## src/rtl/ds_serializer.sv

```systemverilog
module ds_serializer #(
  parameter int MAX_W = 8
) (
  input  logic             clk,
  input  logic             rst_n,
  input  logic             pwr_down,
  input  logic             tx_en,
  input  logic             rx_active,
  input  logic [1:0]       speed,
  input  logic [MAX_W-1:0] tx_data,
  output logic             sys_tick,
  output logic             ser_data,
  output logic             ser_strobe,
  output logic             tx_drive
);
  localparam int PH_W = $clog2(MAX_W);
  localparam int W_LO = MAX_W / 4;
  localparam int W_MD = MAX_W / 2;

  logic [PH_W-1:0]  ph;
  logic             active, drive_q, d_q, s_q;
  logic [1:0]       spd_q;
  logic [MAX_W-1:0] sh;
  logic [1:0]       spd_new;
  logic [PH_W-1:0]  step_mask;
  logic [MAX_W-1:0] word;
  logic             emit, tx_go;

  assign spd_new  = (speed == 2'd3) ? 2'd2 : speed;
  assign sys_tick = (ph == '1) && !pwr_down;
  assign tx_go    = tx_en && !rx_active;

  always_comb begin
    case (spd_q)
      2'd0:    step_mask = PH_W'(3);
      2'd1:    step_mask = PH_W'(1);
      default: step_mask = '0;
    endcase
  end

  always_comb begin
    case (active ? spd_q : spd_new)
      2'd0:    word = {tx_data[W_LO-1:0], {(MAX_W-W_LO){1'b0}}};
      2'd1:    word = {tx_data[W_MD-1:0], {(MAX_W-W_MD){1'b0}}};
      default: word = tx_data;
    endcase
  end

  assign emit = active && ((ph & step_mask) == '0);

  always_ff @(posedge clk or negedge rst_n) begin
    if (!rst_n) begin
      ph <= '0; active <= 1'b0; drive_q <= 1'b0;
      d_q <= 1'b0; s_q <= 1'b0; spd_q <= 2'd0; sh <= '0;
    end else if (pwr_down) begin
      ph <= '0; active <= 1'b0; drive_q <= 1'b0;
      d_q <= 1'b0; s_q <= 1'b0; sh <= '0;
    end else begin
      ph      <= ph + 1'b1;
      drive_q <= active;
      if (emit) begin
        d_q <= sh[MAX_W-1];
        s_q <= (sh[MAX_W-1] == d_q) ? !s_q : s_q;
        sh  <= sh << 1;
      end else if (!active) begin
        d_q <= 1'b0;
        s_q <= 1'b0;
      end
      if (sys_tick) begin
        if (tx_go) begin
          active <= 1'b1;
          if (!active) spd_q <= spd_new;
          sh <= word;
        end else begin
          active <= 1'b0;
        end
      end
    end
  end

  assign tx_drive   = drive_q && !rx_active && !pwr_down;
  assign ser_data   = d_q && tx_drive;
  assign ser_strobe = s_q && tx_drive;

  AST_TICK_SINGLE: assert property (@(posedge clk) disable iff (!rst_n)
    sys_tick |=> !sys_tick);
  AST_DS_TOGGLE: assert property (@(posedge clk) disable iff (!rst_n)
    (emit && !pwr_down) |=> ((d_q ^ s_q) != $past(d_q ^ s_q)));
  AST_RX_QUIET: assert property (@(posedge clk) disable iff (!rst_n)
    rx_active |-> (!ser_data && !ser_strobe && !tx_drive));
  AST_SPEED_HELD: assert property (@(posedge clk) disable iff (!rst_n)
    (active && !pwr_down) |=> $stable(spd_q));
  AST_IDLE_ZERO: assert property (@(posedge clk) disable iff (!rst_n)
    !active |=> (!d_q && !s_q));
  AST_PD_HOLD: assert property (@(posedge clk) disable iff (!rst_n)
    pwr_down |=> (ph == '0 && !active && !drive_q));
endmodule

```

## config.mk

```make
export PLATFORM = sky130hd
export DESIGN_NAME = ds_serializer
export DESIGN_NICKNAME = d
export VERILOG_FILES = /design/src/rtl/ds_serializer.sv
export SDC_FILE = /design/constraint.sdc
export NUM_CORES = 1
export LEC_CHECK = 0
export BUFFER_PORTS_ARGS = -buffer_cell sky130_fd_sc_hd__buf_2
export CORE_ASPECT_RATIO = 1.2
export CORE_MARGIN = 2
export CORE_UTILIZATION = 25
export CTS_CLUSTER_SIZE = 10
export DETAILED_ROUTE_END_ITERATION = 10
export PLACE_DENSITY = 0.47
export SETUP_SLACK_MARGIN = 0.2
export SYNTH_ARGS = -nofsm -noshare
export SYNTH_HDL_FRONTEND = slang
export SYNTH_SLANG_ARGS = --single-unit
```

## constraint.sdc

```tcl
create_clock -name clk -period 3.2 [get_ports clk]
set_clock_uncertainty 0.1 [all_clocks]
set_input_delay 0.64 -clock clk [delete_from_list [all_inputs] [get_ports clk]]
set_output_delay 0.64 -clock clk [all_outputs]
set_load 0.05 [all_outputs]
```

==> impl_metrics.csv, run 1 <==
group,metric,value,unit
die,coreArea,0.003396,sq mm
grt,grt_pass1_wl,3312,um
run,max_cap_violations,0,
finish,n_antenna_cell,0,
synthesis,synth_cell_types,24,
clock_network,numCtsBuffers,3,
grt,grt_pass1_vias,729,
synthesis,synth_seq_cells,17,
clock_network,cts_hold_buf,0,
clock_network,cts_resized,0,
finish,utilization,31.69,%
synthesis,synth-seq-area-share,47.16,%
critical_path,worstPathArrival,1.49,ns
clock_network,insertion_delay,0.24,ns
power,finalPower,0.4173,mW
drt,routed_wl,1891,um
critical_path,crit_path_max_incr_delay,0.26,ns
die,rows,23,
synthesis,avgSynthCellArea,10.02,sq um
placed_design,gp_congestion,0.7406,
timing,layout_min_cycle_time,2.227,ns
critical_path,rrSetupSlack,1.33,ns
placed_design,io_buffers,18,
drt,dr_total_vias,713,
timing,final_max_slew_viol_count,0,
finish,nNetsFinal,127,
clock_network,clockBufferDepth,2,
critical_path,crit_path_end_kind,"output port",
outcome,status,"complete, no violations",
drt,drt_first_iter_violations,34,
critical_path,critPathSlowestCell,"buf_2",
die,die_h,69.81,um
drt,drcViolationCount,0,
die,dieArea,0.004107,sq mm
synthesis,syn_inst,90,
critical_path,r2r_cells,7,
clock_network,cts_tree,"built",
clock_network,htreeDepth,1,
critical_path,path_common_cell,"buf_2",
timing,period_share,69.60,%
grt,antenna_found_initial,0,
grt,grt_use_total,10.31,%
finish,syn2layout_area_growth,19.28,%
drt,vias_per_cell,4.884,
drt,detail_route.wl_per_cell,12.95,um
power,ir_drop,0.0001484,V
critical_path,cp_max_fo,15,
placed_design,post-dp-hpwl,1468,um
die,io_pins,19,
clock_network,cts.sinks,17,
timing,tns,0,ns
finish,layout_common_cells,"buf_2, dfrtp_1, nor2_1, mux2i_1, a21oi_1",
clock_network,postCtsSetupRepairBufs,0,
finish,drive_above_1_share,23.85,%
timing,setup_violations,0,
critical_path,start_kind,"primary input",
timing,max_slew_margin,64.19,%
timing,rsz0062_at_grt,"no",
hold_path,hold_path_class,"in -> async",
clock_network,cts-root-buf,"clkbuf_8",
grt,grt_max_degree,18,
synthesis,yosys_warnings,0,
finish,final_common_cell,"buf_2",
power,leakage,0.5471,nW
critical_path,timing.rr.start,"ph[0]",
timing,max_freq,449.0,MHz
timing,tightest_slew,0.5357,ns
timing,whs,0.2158,ns
die,start_util,26.57,%
synthesis,synth_edf_count,0,
synthesis,synthesis.area,902.1,sq um
finish,stdcell_area,0.001076,sq mm
critical_path,crit_chain,"buf_2 -> nor2_1 -> and3_1 -> buf_2",
die,dieWidth,58.84,um
clock_network,clkTransAtPathRegs,0.07,ns
drt,postRouteAntennaNets,0,
grt,grt.overflow.total,0,
critical_path,worstPathRequired,2.46,ns
synthesis,async_flop_share,100.0,%
synthesis,yosys_most_used_dff,"dfrtp_1",
synthesis,synth_fp_nets,107,
critical_path,worstSetupPathType,"in -> out",
drt,first_pass_iters,5,
timing,hold_viol,0,
power,p_per_area,387.8,mW/mm^2
critical_path,rr_endpoint,"sh[6]",
placed_design,dpl_cell_area,0.001031,sq mm
==> metrics by stage <==
stage	cells	worst slack, ns
finish	146	0.9727
global route	146	0.9088
CTS	146	0.9762
detailed placement	142	0.9854
global placement	142	1.026
floorplan	90	0.9281
==> layer usage <==
| layer | track usage [%] | wire [um] |
|---|---|---|
| met4 | 3.030 | 14 |
| met3 | 2.239 | 104 |
| met5 | 0 | 0 |
| met2 | 14.07 | 760 |
| met1 | 15.97 | 1012 |
==> final cells by class <==
type / count / area [sq um]
multi-input combinational: 67 / 454.2
clock buffer: 4 / 45.04
inverter: 2 / 7.507
timing repair buffer: 19 / 97.59
sequential: 17 / 425.4
fill: 365 / 2320
tap: 37 / 46.29
==> power by group <==
group / internal, mW / switching, mW / leakage, nW
Clock: 0.0881 / 0.0687 / 0.0228
Sequential: 0.219 / 0.00309 / 0.235
Combinational: 0.0165 / 0.0223 / 0.289
Total: 0.323 / 0.0941 / 0.547
==> sequential cells by signal (all words and copies together), names as in the netlist <==
name / flops
drive_q: 1
sh: 8
spd_q: 2
ph: 3
s_q: 1
active: 1
d_q: 1
==> logic make-up after synthesis <==
group	Yosys count	share of synthesized area, %
compound gates	21	15.26
xor+xnor	1	0.9711
mux	12	13.73
flops	17	47.16
fa+ha+maj	2	2.773
buf+inv	6	2.496
simple gates	31	17.62
==> synth_stat cells (2+ instances only) <==
cell type	number	area [sq um]
clkbuf_1	4	15.01
and3_1	2	12.51
o21ai_0	2	10.01
nand2_1	5	18.77
nand3_1	5	25.02
dfrtp_1	17	425.4
a211oi_1	5	37.54
nor2b_1	3	18.77
ha_1	2	25.02
nor2_1	9	33.78
a21oi_1	8	40.04
o21bai_1	2	15.01
mux2_2	3	33.78
mux2i_1	9	90.09
nand2b_1	3	18.77
inv_1	2	7.510
a221oi_1	2	17.52
==> critical path: cells and delay by family <==
family        cells  cell delay, ns
buf+inv           2            0.45
simple gates      2            0.40
==> worst max-delay path by stage <==
stage | start | depth (start not counted) | endpoint | slack [ns]
floorplan | pwr_down | 2 | sys_tick | 0.93
global placement | pwr_down | 4 | ser_strobe | 1.03
detailed placement | pwr_down | 4 | ser_data | 0.99
CTS | pwr_down | 4 | ser_data | 0.98
global route | pwr_down | 4 | ser_data | 0.91
finish | pwr_down | 4 | ser_data | 0.97
Note: power is estimated with default switching activity, not from simulation.
==> run 2: changes to the inputs <==
PLACE_DENSITY = 0.48   (was 0.47)
clock period = 1.86 ns   (was 3.2 ns; I/O delays follow)
==> run 2 against run 1 <==
Against the previous run: the run now ends with DRC left; largest cell class unchanged; non-clock buffer count is 9 higher; global-route usage is 1.2 points higher; hold slack better by 0.094 ns; setup slack worse by 0.87 ns; highest routed layer unchanged.
==> impl_metrics.csv, run 2 (synthesized netlist as in run 1, its figures left out) <==
group,metric,value,unit
critical_path,crit_path_max_incr_delay,0.42,ns
timing,tightest_slew,0.4333,ns
grt,grt_pass1_vias,813,
grt,grt.overflow.total,0,
clock_network,insertion_delay,0.26,ns
outcome,status,"complete, but fails checks",
power,pwr-share-seq,50.2,%
grt,antenna_found_initial,0,
die,dieWidth,58.84,um
placed_design,dp_cells,146,
placed_design,post-dp-hpwl,1563,um
drt,dr_total_vias,763,
drt,postRouteAntennaNets,0,
finish,n_antenna_cell,0,
finish,reg_top3,"sh: 8 flops, ph: 3 flops, spd_q: 2 flops",
power,ir_drop,0.0002904,V
critical_path,crit_path_end_kind,"output port",
die,io_pins,19,
die,die_h,69.81,um
power,comb_power_share,12.4,%
clock_network,numCtsBuffers,3,
critical_path,path_common_cell,"ha_4",
power,leakage,0.6224,nW
power,p_int,0.5705,mW
placed_design,io_buffers,18,
grt,grt_max_degree,18,
drt,highest_layer,"met4",
drt,drt_first_iter_violations,16,
critical_path,start_kind,"flip-flop",
die,coreArea,0.003396,sq mm
finish,stdcell_count,155,
clock_network,cts-root-buf,"clkbuf_8",
die,dieArea,0.004107,sq mm
drt,vias_per_cell,4.923,
timing,max_slew_margin,70.92,%
timing,layout_min_cycle_time,1.758,ns
power,p_per_area,599.9,mW/mm^2
timing,max_freq,568.9,MHz
grt,grt_use_total,11.56,%
clock_network,clockBufferDepth,2,
finish,drive_above_1_share,38.98,%
drt,routed-wl-met2,1089,um
drt,wl_met3,89,um
critical_path,critPathSlowestCell,"dfrtp_1",
timing,whs,0.3102,ns
finish,regMostFlops,"sh",
power,p_clk_share,37.4,%
timing,period_share,94.51,%
critical_path,timing.rr.start,"ph[1]",
timing,tns,0,ns
power,p_sw_share,25.18,%
placed_design,gp_congestion,0.7551,
clock_network,cts.sinks,17,
drt,drcViolationCount,2,
run,max_cap_violations,0,
clock_network,htreeDepth,1,
finish,layout_common_cells,"dfrtp_1, buf_2, mux2i_1, a21oi_1, nor2_1",
power,finalPower,0.7626,mW
finish,largest_reg_flops,8,
timing,hold_viol,0,
critical_path,worstPathRequired,1.39,ns
critical_path,cp-startpoint,"ph[1]",
clock_network,clkTransAtPathRegs,0.07,ns
power,switchingPower,0.1921,mW
critical_path,crit_chain,"ha_4 -> ha_4 -> nor2b_4 -> buf_8",
drt,wl_met1,1039,um
timing,setup_violations,0,
drt,detail_route.wl_per_cell,14.60,um
finish,nNetsFinal,136,
hold_path,hold_path_class,"in -> reg",
die,rows,23,
finish,utilization,37.44,%
critical_path,cp_max_fo,3,
critical_path,worstPathArrival,1.29,ns
drt,first_pass_iters,7,
hold_path,min_from,"tx_data[0]",
die,start_util,26.57,%
timing,rsz0062_at_grt,"yes",
finish,syn2layout_area_growth,40.92,%
timing,final_max_slew_viol_count,0,
grt,grt_pass1_wl,3629,um
clock_network,cts_tree,"built",
critical_path,worstSetupPathType,"reg -> out",
outcome,violations,"DRC",
drt,routed_wl,2263,um
run 2: path summary, 6_finish.rpt:
kind,slack (ns),cells past startpoint,end
worst max-delay path,0.10,4,sys_tick
worst min register to register,0.44,2,sh[0]
worst min-delay path,0.31,3,sh[0]
max in group asynchronous,0.91,2,sh[7]
min in group asynchronous,0.46,2,sh[2]
worst max register to register,0.13,6,sh[2]
run 2: critical path, delay by kind of cell, from the launching register on:
family	cells	cell delay [ns]
adders and majority gates	2	0.33
buffers and inverters	1	0.14
DFF	1	0.42
and+or+nand+nor	1	0.12
run 2: what timing repair did:
item,4_1_cts,5_1_grt
gates resized for setup,11,11
pin swaps,4,6
hold endpoints to repair,17,0
hold buffers,1,0
cloned,0,0
endpoints found under the setup margin,5,13
setup buffers,4,0
run 2: layout make-up:
type                       instances  area (sq um)
inverter                           2         7.507
sequential                        17         425.4
multi-input combinational         67         548.0
clock buffer                       3         41.29
clock inverter                     1         5.005
timing repair buffer              28         197.7
tap                               37         46.29
fill                             348          2125
run 2: metal layers:
layer / GRT usage [%] / up-vias
met2: 18.02 / 18
met5: 0 / -
met4: 5.303 / 0
met3: 1.866 / 5
li1: - / 380
met1: 15.33 / 360
run 2: per-stage QoR:
step                setup WS (ns)  area (sq um)
global route              0.06956          1271
finish                     0.1022          1271
detailed placement        0.05948          1076
floorplan                  0.1768         905.9
CTS                        0.1153          1215
global placement           0.1164          1076
run 2: power groups by stage:
stage / combinational, mW / clock, mW / sequential (mW)
after floorplan: 0.0342 / 0 / 0.387
after global placement: 0.0727 / 0 / 0.387
after detailed placement: 0.0716 / 0 / 0.387
after CTS: 0.0884 / 0.286 / 0.380
after global routing: 0.106 / 0.309 / 0.383
final: 0.0949 / 0.285 / 0.383
==> run 3: changes to the inputs <==
HOLD_SLACK_MARGIN = 0.1   (was unset)
PLACE_DENSITY = 0.42   (was 0.48)
==> run 3 against run 2 <==
Against the previous run: the run still ends with DRC left; critical endpoint unchanged; routed wire length is 1.9% higher; sequential power hardly changed; design area is 0.69% lower; power is 1.5% lower.
==> impl_metrics.csv, run 3 (synthesized netlist as in run 1, its figures left out) <==
group,metric,value,unit
outcome,status,"complete, but fails checks",
outcome,violations,"DRC",
timing,period_share,93.77,%
timing,setup_violations,0,
die,io_pins,19,
placed_design,io_buffers,18,
finish,nNetsFinal,138,
power,ir_drop,0.0001720,V
timing,tns,0,ns
finish,multi_input_area,538.0,sq um
die,dieArea,0.004107,sq mm
critical_path,cp-startpoint,"ph[1]",
clock_network,cts-root-buf,"clkbuf_8",
hold_path,min_from,"tx_data[0]",
finish,stdcell_area,0.001262,sq mm
clock_network,cts_tree,"built",
critical_path,timing.rr.start,"ph[1]",
placed_design,dp_cells,146,
grt,grt.overflow.total,0,
timing,final_max_slew_viol_count,0,
finish,largest_reg_flops,8,
drt,drcViolationCount,2,
placed_design,detailedPlace.worstSlack,0.01019,ns
timing,tightest_slew,0.4481,ns
drt,dr_total_vias,766,
timing,hold_viol,0,
finish,reg_top3,"sh: 8 flops, ph: 3 flops, spd_q: 2 flops",
finish,drive_above_1_share,38.33,%
finish,regArea,425.4,sq um
critical_path,crit_path_end_kind,"output port",
critical_path,worstPathRequired,1.39,ns
hold_path,hold_path_class,"in -> reg",
timing,final.setup.worst_slack,0.1160,ns
finish,stdcell_count,157,
drt,drt_first_iter_violations,23,
critical_path,crit_chain,"ha_4 -> ha_4 -> nor2b_4 -> buf_8",
drt,vias_per_cell,4.879,
critical_path,path_common_cell,"ha_4",
grt,grt_pass1_wl,3753,um
die,die_h,69.81,um
critical_path,cp_max_fo,3,
finish,n_antenna_cell,0,
timing,max_slew_margin,69.93,%
power,p_per_area,595.2,mW/mm^2
clock_network,htreeDepth,1,
drt,routed_wl,2307,um
timing,layout_min_cycle_time,1.744,ns
critical_path,critPathSlowestCell,"dfrtp_1",
critical_path,worstSetupPathType,"reg -> out",
drt,detail_route.wl_per_cell,14.69,um
power,finalPower,0.7514,mW
finish,fillers,348,
run,max_cap_violations,0,
clock_network,insertion_delay,0.25,ns
critical_path,start_kind,"flip-flop",
placed_design,dpl_cell_area,0.001064,sq mm
clock_network,numCtsBuffers,3,
clock_network,cts.sinks,17,
grt,antenna_found_initial,0,
drt,first_pass_iters,7,
finish,syn2layout_area_growth,39.94,%
grt,grt_use_total,11.95,%
grt,grt_max_degree,18,
clock_network,clockBufferDepth,2,
drt,postRouteAntennaNets,0,
die,dieWidth,58.84,um
placed_design,post-dp-hpwl,1608,um
grt,grt_pass1_vias,804,
critical_path,crit_path_max_incr_delay,0.41,ns
die,coreArea,0.003396,sq mm
power,leakage,0.6022,nW
finish,layout_common_cells,"dfrtp_1, buf_2, buf_4",
finish,regMostFlops,"sh",
clock_network,clkTransAtPathRegs,0.07,ns
placed_design,gp_congestion,0.7518,
critical_path,worstPathArrival,1.27,ns
timing,rsz0062_at_grt,"yes",
timing,max_freq,573.4,MHz
die,start_util,26.57,%
die,rows,23,
run 3: changes by cell type in the layout (fill, tap and decap cells not counted), sizes merged:
cell and delta:
clkbuf +1, clkinv -1, buf +2
run 3: path summary, 6_finish.rpt:
path | end | slack (ns) | cells past startpoint
setup / recovery | sys_tick | 0.12 | 4
hold / removal | sh[0] | 0.29 | 3
setup reg to reg | sh[7] | 0.19 | 4
hold reg to reg | spd_q[0] | 0.42 | 2
max in group asynchronous | spd_q[0] | 0.90 | 2
min in group asynchronous | sh[7] | 0.47 | 2
run 3: worst max-delay path: cells and delay by family (launching register included):
family	cells	cell delay (ns)
adder cells (fa/ha/maj)	2	0.34
buffers and inverters	1	0.15
flip-flops	1	0.41
AND/OR/NAND/NOR	1	0.13
run 3: final cells by class:
cell class / count / area share [%]
Clock buffer: 4 / 3.568
Multi-Input combinational cell: 67 / 42.62
Inverter: 2 / 0.5946
Timing Repair Buffer: 30 / 15.86
Sequential cell: 17 / 33.70
Tap cell: 37 / 3.667
run 3: stage by stage:
stage                     hold slack, ns  utilization, %
after floorplan                 -0.02359               -
after global placement            0.2215           31.32
after detailed placement          0.2256           31.32
after CTS                         0.2958           35.22
after global routing              0.3191           37.18
final                             0.2921           37.18
run 3: metal layers:
layer  GRT usage [%]  vias to the layer above  share of wire, %
li1                -                      380                 -
met5               0                        -                 0
met1           15.49                      368                43
met2           18.89                       14                52
met3           2.799                        4               3.3
met4           4.545                        0               1.4
run 3: timing repair:
item	CTS	global route
resized for setup	11	8
setup endpoints to repair	4	13
gates cloned	0	0
buffers inserted	3	3
endpoints found under the hold margin	17	0
pin swaps	2	2
hold buffers	1	0
run 3: power breakdown:
part           total (mW)  switching (mW)  internal [mW]
Sequential          0.382         0.00601          0.376
Combinational      0.0860          0.0482         0.0378
Clock               0.283           0.131          0.152
Total               0.751           0.185          0.566
